**config.mk**
```make
export PLATFORM = sky130hd
export DESIGN_NAME = scan_acq_ctrl
export DESIGN_NICKNAME = d
export VERILOG_FILES = /design/src/rtl/scan_acq_pkg.sv /design/src/rtl/scan_interval_timer.sv /design/src/rtl/scan_sample_seq.sv /design/src/rtl/trig_delay_cnt.sv /design/src/rtl/scan_acq_ctrl.sv
export SDC_FILE = /design/constraint.sdc
export NUM_CORES = 1
export LEC_CHECK = 0
export BUFFER_PORTS_ARGS = -buffer_cell sky130_fd_sc_hd__buf_4
export CORE_ASPECT_RATIO = 1.1
export CORE_MARGIN = 8
export CORE_UTILIZATION = 25
export DETAILED_ROUTE_END_ITERATION = 8
export GPL_ROUTABILITY_DRIVEN = 0
export GPL_TIMING_DRIVEN = 0
export MAX_ROUTING_LAYER = met4
export SLEW_MARGIN = 20
export SYNTH_ARGS = -nofsm -noshare
export SYNTH_HDL_FRONTEND = slang
export SYNTH_HIERARCHICAL = 1
export SYNTH_SLANG_ARGS = --single-unit
```
**constraint.sdc**
```tcl
create_clock -name clk -period 3.8 [get_ports clk]
set_clock_uncertainty 0.05 [all_clocks]
set_input_delay 0.19 -clock clk [delete_from_list [all_inputs] [get_ports clk]]
set_output_delay 0.19 -clock clk [all_outputs]
set_load 0.005 [all_outputs]
```
**src/rtl/scan_acq_pkg.sv**
```systemverilog
package scan_acq_pkg;
  typedef enum logic [1:0] {
    MODE_POST  = 2'd0,
    MODE_PRE   = 2'd1,
    MODE_MID   = 2'd2,
    MODE_DELAY = 2'd3
  } acq_mode_e;

  typedef enum logic [2:0] {
    ST_IDLE,
    ST_ARM,
    ST_DELAY,
    ST_PRE,
    ST_POST,
    ST_DRAIN,
    ST_DONE
  } acq_state_e;
endpackage

```
**src/rtl/scan_interval_timer.sv**
```systemverilog
module scan_interval_timer #(
  parameter int W = 24
) (
  input  logic         clk,
  input  logic         rst,
  input  logic         run,
  input  logic [W-1:0] interval,
  output logic         tick
);
  logic [W-1:0] cnt;

  assign tick = run && (cnt == '0);

  always_ff @(posedge clk) begin
    if (rst || !run)
      cnt <= '0;
    else if (cnt == '0)
      cnt <= (interval == '0) ? '0 : interval - W'(1);
    else
      cnt <= cnt - W'(1);
  end
endmodule

```
**src/rtl/scan_sample_seq.sv**
```systemverilog
module scan_sample_seq #(
  parameter int CH_W = 4
) (
  input  logic            clk,
  input  logic            rst,
  input  logic            launch,
  input  logic            busy,
  input  logic [CH_W-1:0] chans,
  output logic            in_scan,
  output logic            sample,
  output logic            last
);
  logic [CH_W-1:0] idx;
  logic [CH_W-1:0] last_idx;

  assign last_idx = (chans == '0) ? '0 : chans - CH_W'(1);
  assign sample   = in_scan && !busy;
  assign last     = sample && (idx >= last_idx);

  always_ff @(posedge clk) begin
    if (rst) begin
      in_scan <= 1'b0;
      idx     <= '0;
    end else if (launch) begin
      in_scan <= 1'b1;
      idx     <= '0;
    end else if (sample) begin
      if (last) in_scan <= 1'b0;
      else      idx     <= idx + CH_W'(1);
    end
  end
endmodule

```
**src/rtl/trig_delay_cnt.sv**
```systemverilog
module trig_delay_cnt #(
  parameter int W = 16
) (
  input  logic         clk,
  input  logic         rst,
  input  logic         load,
  input  logic         dec,
  input  logic [W-1:0] value,
  output logic         zero
);
  logic [W-1:0] cnt;

  assign zero = (cnt == '0);

  always_ff @(posedge clk) begin
    if (rst)
      cnt <= '0;
    else if (load)
      cnt <= value;
    else if (dec && !zero)
      cnt <= cnt - W'(1);
  end
endmodule

```
**src/rtl/scan_acq_ctrl.sv**
```systemverilog
module scan_acq_ctrl
  import scan_acq_pkg::*;
#(
  parameter int TMR_W  = 24,
  parameter int SCAN_W = 16,
  parameter int DLY_W  = 16,
  parameter int CH_W   = 4,
  parameter int RTG_W  = 8
) (
  input  logic              clk,
  input  logic              rst,
  input  logic              clear,
  input  logic              start,
  input  logic              trig,
  input  logic              dly_tick,
  input  logic              scan_busy,
  input  logic [1:0]        cfg_mode,
  input  logic [TMR_W-1:0]  cfg_interval,
  input  logic [CH_W-1:0]   cfg_chans,
  input  logic [SCAN_W-1:0] cfg_pre_scans,
  input  logic              cfg_pre_gate,
  input  logic [SCAN_W-1:0] cfg_post_scans,
  input  logic [DLY_W-1:0]  cfg_delay,
  input  logic              cfg_retrig_en,
  input  logic [RTG_W-1:0]  cfg_retrig_num,
  output logic              scan_start,
  output logic              store,
  output logic              done
);
  localparam int RN_W = RTG_W + 1;

  acq_state_e        st;
  acq_mode_e         mode;
  logic [SCAN_W-1:0] pre_done;
  logic [SCAN_W-1:0] post_started;
  logic [RTG_W-1:0]  bursts_done;
  logic [RN_W-1:0]   bursts_nxt;
  logic              ss_q, sto_q;
  logic              flush, run, tick, in_scan, sample, last, dly_zero;
  logic              launch, pre_ok, take_trig, post_full, burst_end;
  logic              more_bursts, dly_load, dly_dec, rearm_mode;

  assign flush = rst || clear;
  assign mode  = acq_mode_e'(cfg_mode);
  assign run   = (st == ST_PRE) || (st == ST_POST);

  scan_interval_timer #(.W(TMR_W)) i_timer (
    .clk(clk), .rst(flush), .run(run), .interval(cfg_interval), .tick(tick)
  );

  scan_sample_seq #(.CH_W(CH_W)) i_seq (
    .clk(clk), .rst(flush), .launch(launch), .busy(scan_busy), .chans(cfg_chans),
    .in_scan(in_scan), .sample(sample), .last(last)
  );

  trig_delay_cnt #(.W(DLY_W)) i_delay (
    .clk(clk), .rst(flush), .load(dly_load), .dec(dly_dec), .value(cfg_delay),
    .zero(dly_zero)
  );

  // trigger acceptance, gated by the count of completed pre-trigger scans
  assign pre_ok     = !cfg_pre_gate || (pre_done >= cfg_pre_scans);
  assign take_trig  = (st == ST_PRE) && trig && pre_ok;
  assign post_full  = (post_started >= cfg_post_scans);
  assign burst_end  = (st == ST_POST) && post_full && !in_scan;
  assign dly_load   = (st == ST_ARM) && trig && (mode == MODE_DELAY);
  assign dly_dec    = (st == ST_DELAY) && dly_tick;
  assign rearm_mode = (mode == MODE_POST) || (mode == MODE_DELAY);
  assign bursts_nxt = {1'b0, bursts_done} + RN_W'(1);
  assign more_bursts = cfg_retrig_en && rearm_mode &&
                       (bursts_nxt < {1'b0, cfg_retrig_num});

  always_comb begin
    case (st)
      ST_PRE:  launch = tick && !in_scan && !(take_trig && mode == MODE_PRE);
      ST_POST: launch = tick && !in_scan && !post_full;
      default: launch = 1'b0;
    endcase
  end

  always_ff @(posedge clk) begin
    if (flush) begin
      st           <= ST_IDLE;
      pre_done     <= '0;
      post_started <= '0;
      bursts_done  <= '0;
      ss_q         <= 1'b0;
      sto_q        <= 1'b0;
    end else begin
      ss_q  <= launch;
      sto_q <= sample;
      unique case (st)
        ST_IDLE, ST_DONE: begin
          if (start) begin
            st <= (mode == MODE_PRE || mode == MODE_MID) ? ST_PRE : ST_ARM;
            pre_done     <= '0;
            post_started <= '0;
            bursts_done  <= '0;
          end
        end
        ST_ARM: begin
          if (trig) begin
            st <= (mode == MODE_DELAY) ? ST_DELAY : ST_POST;
            post_started <= '0;
          end
        end
        ST_DELAY: begin
          if (dly_zero) st <= ST_POST;
        end
        ST_PRE: begin
          if (last && (pre_done < cfg_pre_scans))
            pre_done <= pre_done + SCAN_W'(1);
          if (take_trig) begin
            if (mode == MODE_PRE) begin
              st <= ST_DRAIN;
            end else begin
              st <= ST_POST;
              post_started <= (in_scan || launch) ? SCAN_W'(1) : '0;
            end
          end
        end
        ST_DRAIN: begin
          if (!in_scan) st <= ST_DONE;
        end
        ST_POST: begin
          if (launch) post_started <= post_started + SCAN_W'(1);
          if (burst_end) begin
            bursts_done <= bursts_done + RTG_W'(1);
            st <= more_bursts ? ST_ARM : ST_DONE;
          end
        end
        default: st <= ST_IDLE;
      endcase
    end
  end

  assign scan_start = ss_q;
  assign store      = sto_q;
  assign done       = (st == ST_DONE);
endmodule

```
# Word-level counts from Yosys, hierarchy flattened
# Index checks and enable logic that the tools add are counted.
[op_classes]
n_addsub = 9
n_lt_le_gt_ge = 5
n_eq_ne = 18
muxes = 32
bitwise = 1
reduce_logical = 52
[ops]
columns = ["operator", "count"]
rows = [
  ["$mux 16", 8],
  ["$pmux 16 s4", 1],
  ["$logic_not 24->1", 2],
  ["$mux 24", 2],
  ["$sub 24x1->24 const B", 2],
  ["$add 16x1->16 const B", 2],
  ["$ge 16x16->1", 2],
  ["$pmux 16 s2", 1],
  ["$mux 3", 8],
  ["$logic_and 1x1->1", 18],
  ["$pmux 3 s6", 1],
  ["$logic_not 16->1", 1],
  ["$lt 16x16->1", 1],
  ["$mux 8", 2],
  ["$pmux 8 s2", 1],
  ["$sub 16x1->16 const B", 1],
  ["$ne 2x2->1 const B", 7],
  ["$reduce_and 6->1", 2],
  ["$reduce_bool 2->1", 5],
  ["$add 8x1->9 const B", 1],
  ["$eq 3x3->1 const B", 3],
  ["$lt 9x8->1", 1],
  ["$add 8x1->8 const B", 1],
  ["$logic_not 1->1", 7],
  ["21 further kinds", 37],
]
[word_totals]
regBits = 90
input_bits = 95
out_inout_bits = 3
elab_cells = 127

# Logic depth before layout (Yosys ltp)
[logic_depth]
word_depth = 12
mapped_depth = 14
mapped_depth_nobuf = 13

# Cells and area by module
# Netlist, hierarchy kept.
[modules_own_cells]
columns = ["mod", "n_inst", "cells_per_inst", "area_each_um2", "seq_area_each_um2"]
rows = [
  ["scan_acq_ctrl", 1, 481, 3555.9, 900.9],
  ["scan_interval_timer", 1, 236, 1819.2, 480.5],
  ["trig_delay_cnt", 1, 114, 944.7, 320.3],
  ["scan_sample_seq", 1, 42, 369.1, 100.1],
]

# Worst setup path after synthesis
# No wires, ideal clock.
[synth_timing]
kind = "register to register"
startpoint = "register i_timer.cnt[19]"
endpoint = "register post_started[12]"
setup_ns = 0.125
t_arrival_ns = 3.475
t_required_ns = 3.625
path_slack_ns = 0.150
stages_incl_launch_ff = 13
n_path_buf = 3
synth_period_minus_slack_ns = 3.650
cell_sequence = "dfxtp_1 > or4_4 > or4_4 > or3_1 > clkbuf_1 > buf_2 > nor2_1 > nand2b_1 > a2111oi_0 > o21ai_1 > a221oi_2 > buf_2 > a31oi_1"
[synth_between]
elab_chain_cells = 7
elab_cells_between_ends = 8
cone_classes = "eq/ne (1); mux (1); reduce/logical (6)"
[synth_rtl]
columns = ["item", "line", "source"]
rows = [
  ["start: declaration", "scan_interval_timer.sv:10", "logic [W-1:0] cnt;"],
  ["start signal: assignment", "scan_interval_timer.sv:18", "cnt <= (interval == '0) ? '0 : interval - W'(1);"],
  ["start signal: assignment", "scan_interval_timer.sv:20", "cnt <= cnt - W'(1);"],
  ["$logic_not 24->1 *", "scan_interval_timer.sv:12", "assign tick = run && (cnt == '0);"],
  ["$logic_and 1x1->1 *", "scan_interval_timer.sv:12", ""],
  ["net tick", "scan_acq_ctrl.sv:39", "logic flush, run, tick, in_scan, sample, last, dly_zero;"],
  ["$logic_and 1x1->1 *", "scan_acq_ctrl.sv:75, scan_acq_ctrl.sv:76", ""],
  ["$logic_and 1x1->1 (on tied branches)", "scan_acq_ctrl.sv:76, scan_acq_ctrl.sv:75", ""],
  ["$pmux 1 s2 *", "scan_acq_ctrl.sv:74", "case (st)"],
  ["$ne 2x2->1 (no line) *", "--", ""],
  ["$reduce_and 6->1 (no line) *", "--", ""],
  ["end signal: assignment", "scan_acq_ctrl.sv:118", "post_started <= (in_scan || launch) ? SCAN_W'(1) : '0;"],
  ["end signal: assignment", "scan_acq_ctrl.sv:126", "if (launch) post_started <= post_started + SCAN_W'(1);"],
  ["end: declaration", "scan_acq_ctrl.sv:35", "logic [SCAN_W-1:0] post_started;"],
]
# Mark *: on every way through the listed nets, which the timed path passes. The rest lies on a longest branch.
# A chain may end at the register's enable or synchronous reset.

# Worst setup path in the final report
[layout_timing]
startpoint = "register i_timer.cnt[19]"
endpoint = "register post_started[1]"
# The elaborated chain is that of the path after synthesis.

==> impl_metrics.yaml <==
power:
  p_leak_nw: 3.184
  seqPwrFrac_pct: 38.5
  swShare_pct: 31.62
  comb_power_share_pct: 26.2
  vdd_drop_max_uv: 156.9
  switchingPower_w: 0.0007968
  p_clk_share_pct: 35.3
  p_int_w: 0.001723
  power_density_nw_per_um2: 306.5
routing:
  ant_nets: 0
  vias: 6457
  drt_iter0_drc: 217
  drc: 0
  vias_per_cell: 4.804
  routedWlPerCell_um: 13.70
  drt_wl_total_um: 18410
  drtPass1Iterations: 4
floorplanning:
  die_x_um: 172.0
  core_um2: 26640
  start_util_pct: 25.11
  num_io_pins: 98
  dieArea_um2: 32250
  num_rows: 63
  fp.dieH_um: 187.6
hold_path:
  min_path_type: "primary input to register"
  holdPathStages: 3
setup_path:
  r2r_end: "post_started[1]"
  rr_worst_depth: 12
  cp.required_ns: 3.96
  arrival_ns: 3.80
  critPathSlowestCell: "or4_4"
  slowest_delay_ns: 0.55
  crit_path_cell_trace: "or4_4, or4_4, or3_4, buf_4, nor2_2, nand2b_1, a2111oi_2, o21ai_2, a221oi_4, buf_6, nand2b_1, a21oi_1"
  cp_top_family: "simple AND/OR/NAND/NOR gates"
  crit_fanout: 10
  endpoint_kind: "register"
  critPathLaunch: "i_timer/cnt[19]"
  r2r-start: "i_timer/cnt[19]"
  path_class: "register to register"
  cp_num_cells: 12
  critPathLaunchType: "register"
  crit_end: "post_started[1]"
  crit_buf_inv: 2
  r2r_slack_ns: 0.16
logic_synthesis:
  synthTopCellsByArea: "dfxtp_1, ha_1, xnor2_1, a21oi_1, nand2_1"
  yosys.area.top_type: "dfxtp_1"
  ys_warn_count: 6
  syn_area_um2: 6689
  yosys.cell_types.count: 81
  synthMostInstantiatedCell: "dfxtp_1"
  synth_common_cells: "dfxtp_1, nand2_1, nor2_1"
  synth_ff_type: "dfxtp_1"
  synth_fp_nets: 1022
  synth-async-reset-ratio_pct: 0
  yosysTopAreaCellShare_pct: 26.94
  synth_edf_count: 0
  synth_seq_cells: 90
  netlist_instances: 873
  avgSynthCellArea_um2: 7.662
  seq_area_frac_synth_pct: 26.94
flow_run:
  max_cap_violations: 0
timing:
  tightest_slew_ns: 1.051
  post-route-period-util_pct: 95.82
  drv_slew: 0
  fin_crit_ns: 3.641
  relSlewSlack_pct: 28.92
  finalHoldViolCount: 0
  whs_ns: 0.05173
  setup_viol: 0
  rsz0062_at_grt: "false"
  max_freq_mhz: 274.7
final_layout:
  fin_area_um2: 8222
  multi_input_area_um2: 4532
  synthToLayoutAreaGrowth_pct: 22.91
  drive_gt1_share_pct: 17.12
  final_nets: 1131
  nFillCells: 2956
  seqCellArea_um2: 1802
  n_antenna_cell: 0
clocking:
  cts_hold_buf: 0
  cts_root_buf: "clkbuf_16"
  cts_tree: "yes"
  clk_path_buf_depth: 2
  clkLatencyLatePin_ns: 0.36
  cts_made_buffers: 9
  cts.sinks: 90
  cts_htree_levels: 3
  cts.reportedPaths.clkPinSlew_ns: 0.07
global_routing:
  grt_pass1_wl_um: 30750
  grt_usage_pct: 11.89
  overflow: 0
  grt_max_degree: 17
  grt_antenna_before_repair: 0
  grt_pass1_vias: 6471
placement:
  place_hpwl_um: 14660
  placed_area_um2: 7870
  io_buffers: 97
status:
  outcome: "complete, no violations"
-- flip-flops by register name, indices dropped and copies added (netlist names) --
signal and cells:
pre_done 16, i_delay/cnt 16, post_started 16, st 3, i_seq/in_scan 1, scan_start 1
bursts_done 8, i_seq/idx 4, i_timer/cnt 24, store 1
-- placed cells by master, fill, tap and decap left out, types with 8 or more instances in the layout --
cell type / count
a211oi_1: 12
a21oi_1: 65
a31oi_1: 13
buf_4: 102
clkbuf_1: 16
clkbuf_16: 9
dfxtp_1: 90
ha_1: 54
inv_1: 64
nand2_1: 86
nand2b_1: 10
nand3_1: 43
nand3b_1: 12
nand4_1: 14
nor2_1: 68
nor2b_1: 10
nor3_1: 36
nor4_1: 15
o21ai_0: 45
or2_2: 9
or3_1: 15
xnor2_1: 48
xor2_1: 8
-- worst min-delay path by stage --
| stage | start | slack (ns) | to |
|---|---|---|---|
| after global routing | cfg_delay[1] | 0.05 | i_delay/cnt[1] |
| after detailed placement | cfg_delay[1] | 0.42 | i_delay/cnt[1] |
| after floorplan | cfg_delay[6] | 0.28 | i_delay/cnt[6] |
| after global placement | cfg_delay[11] | 0.41 | i_delay/cnt[11] |
| final | cfg_delay[1] | 0.05 | i_delay/cnt[1] |
| after CTS | cfg_delay[1] | 0.04 | i_delay/cnt[1] |
-- worst min-delay path, stage by stage --
cell and delay, ns:
buf_4 0.11, nand2_1 0.05, a21oi_1 0.05
-- through the flow --
| stage | instances | total power [W] | setup TNS, ns | utilization, % | setup slack (ns) |
|---|---|---|---|---|---|
| floorplan | 873 | 0.001422 | 0 | - | 0.1498 |
| global placement | 1327 | 0.001628 | -12.43 | 29.52 | -0.8822 |
| detailed placement | 1327 | 0.001634 | -12.98 | 29.54 | -0.9258 |
| CTS | 1344 | 0.002557 | 0 | 30.82 | 0.1047 |
| global route | 1344 | 0.002676 | 0 | 30.86 | 0.02258 |
| finish | 1344 | 0.002520 | 0 | 30.86 | 0.1590 |
-- cells by family after synthesis --
family | synth area share, %
AO/OA/AOI/OAI | 18.16
XOR/XNOR | 7.333
adder cells (fa/ha/maj) | 10.10
buffers and inverters | 6.023
flip-flops | 26.94
multiplexers | 1.253
AND/OR/NAND/NOR | 30.19
-- cell type report --
| cell class | instances | area share (%) |
|---|---|---|
| buffer | 27 | 1.918 |
| clock buffer | 11 | 2.952 |
| clock inverter | 5 | 0.5631 |
| inverter | 66 | 3.013 |
| multi-input combinational | 689 | 55.12 |
| sequential | 90 | 21.91 |
| tap | 357 | 5.433 |
| timing repair buffer | 99 | 9.085 |
-- power by group through the flow --
stage	combinational [W]	sequential, W	clock [W]
after global placement	0.000636	0.000991	0
after floorplan	0.000434	0.000988	0
after detailed placement	0.000642	0.000992	0
after global routing	0.000743	0.000972	0.000961
final	0.000661	0.000970	0.000889
after CTS	0.000665	0.000970	0.000922
-- repair_timing --
action                                  CTS  global route
buffers inserted                          2             0
pin swaps                                 1             1
endpoints found under the setup margin   16             6
gates resized for setup                   9             3
-- routing by layer --
metal	vias to the layer above	track usage (%)	share of wire (%)
met1	2978	14.44	46
met2	100	19.50	48
li1	3360	-	-
met4	0	3.385	1.5
met5	-	-	0
met3	19	2.524	4.2
Note: power is estimated with default switching activity, not from simulation.
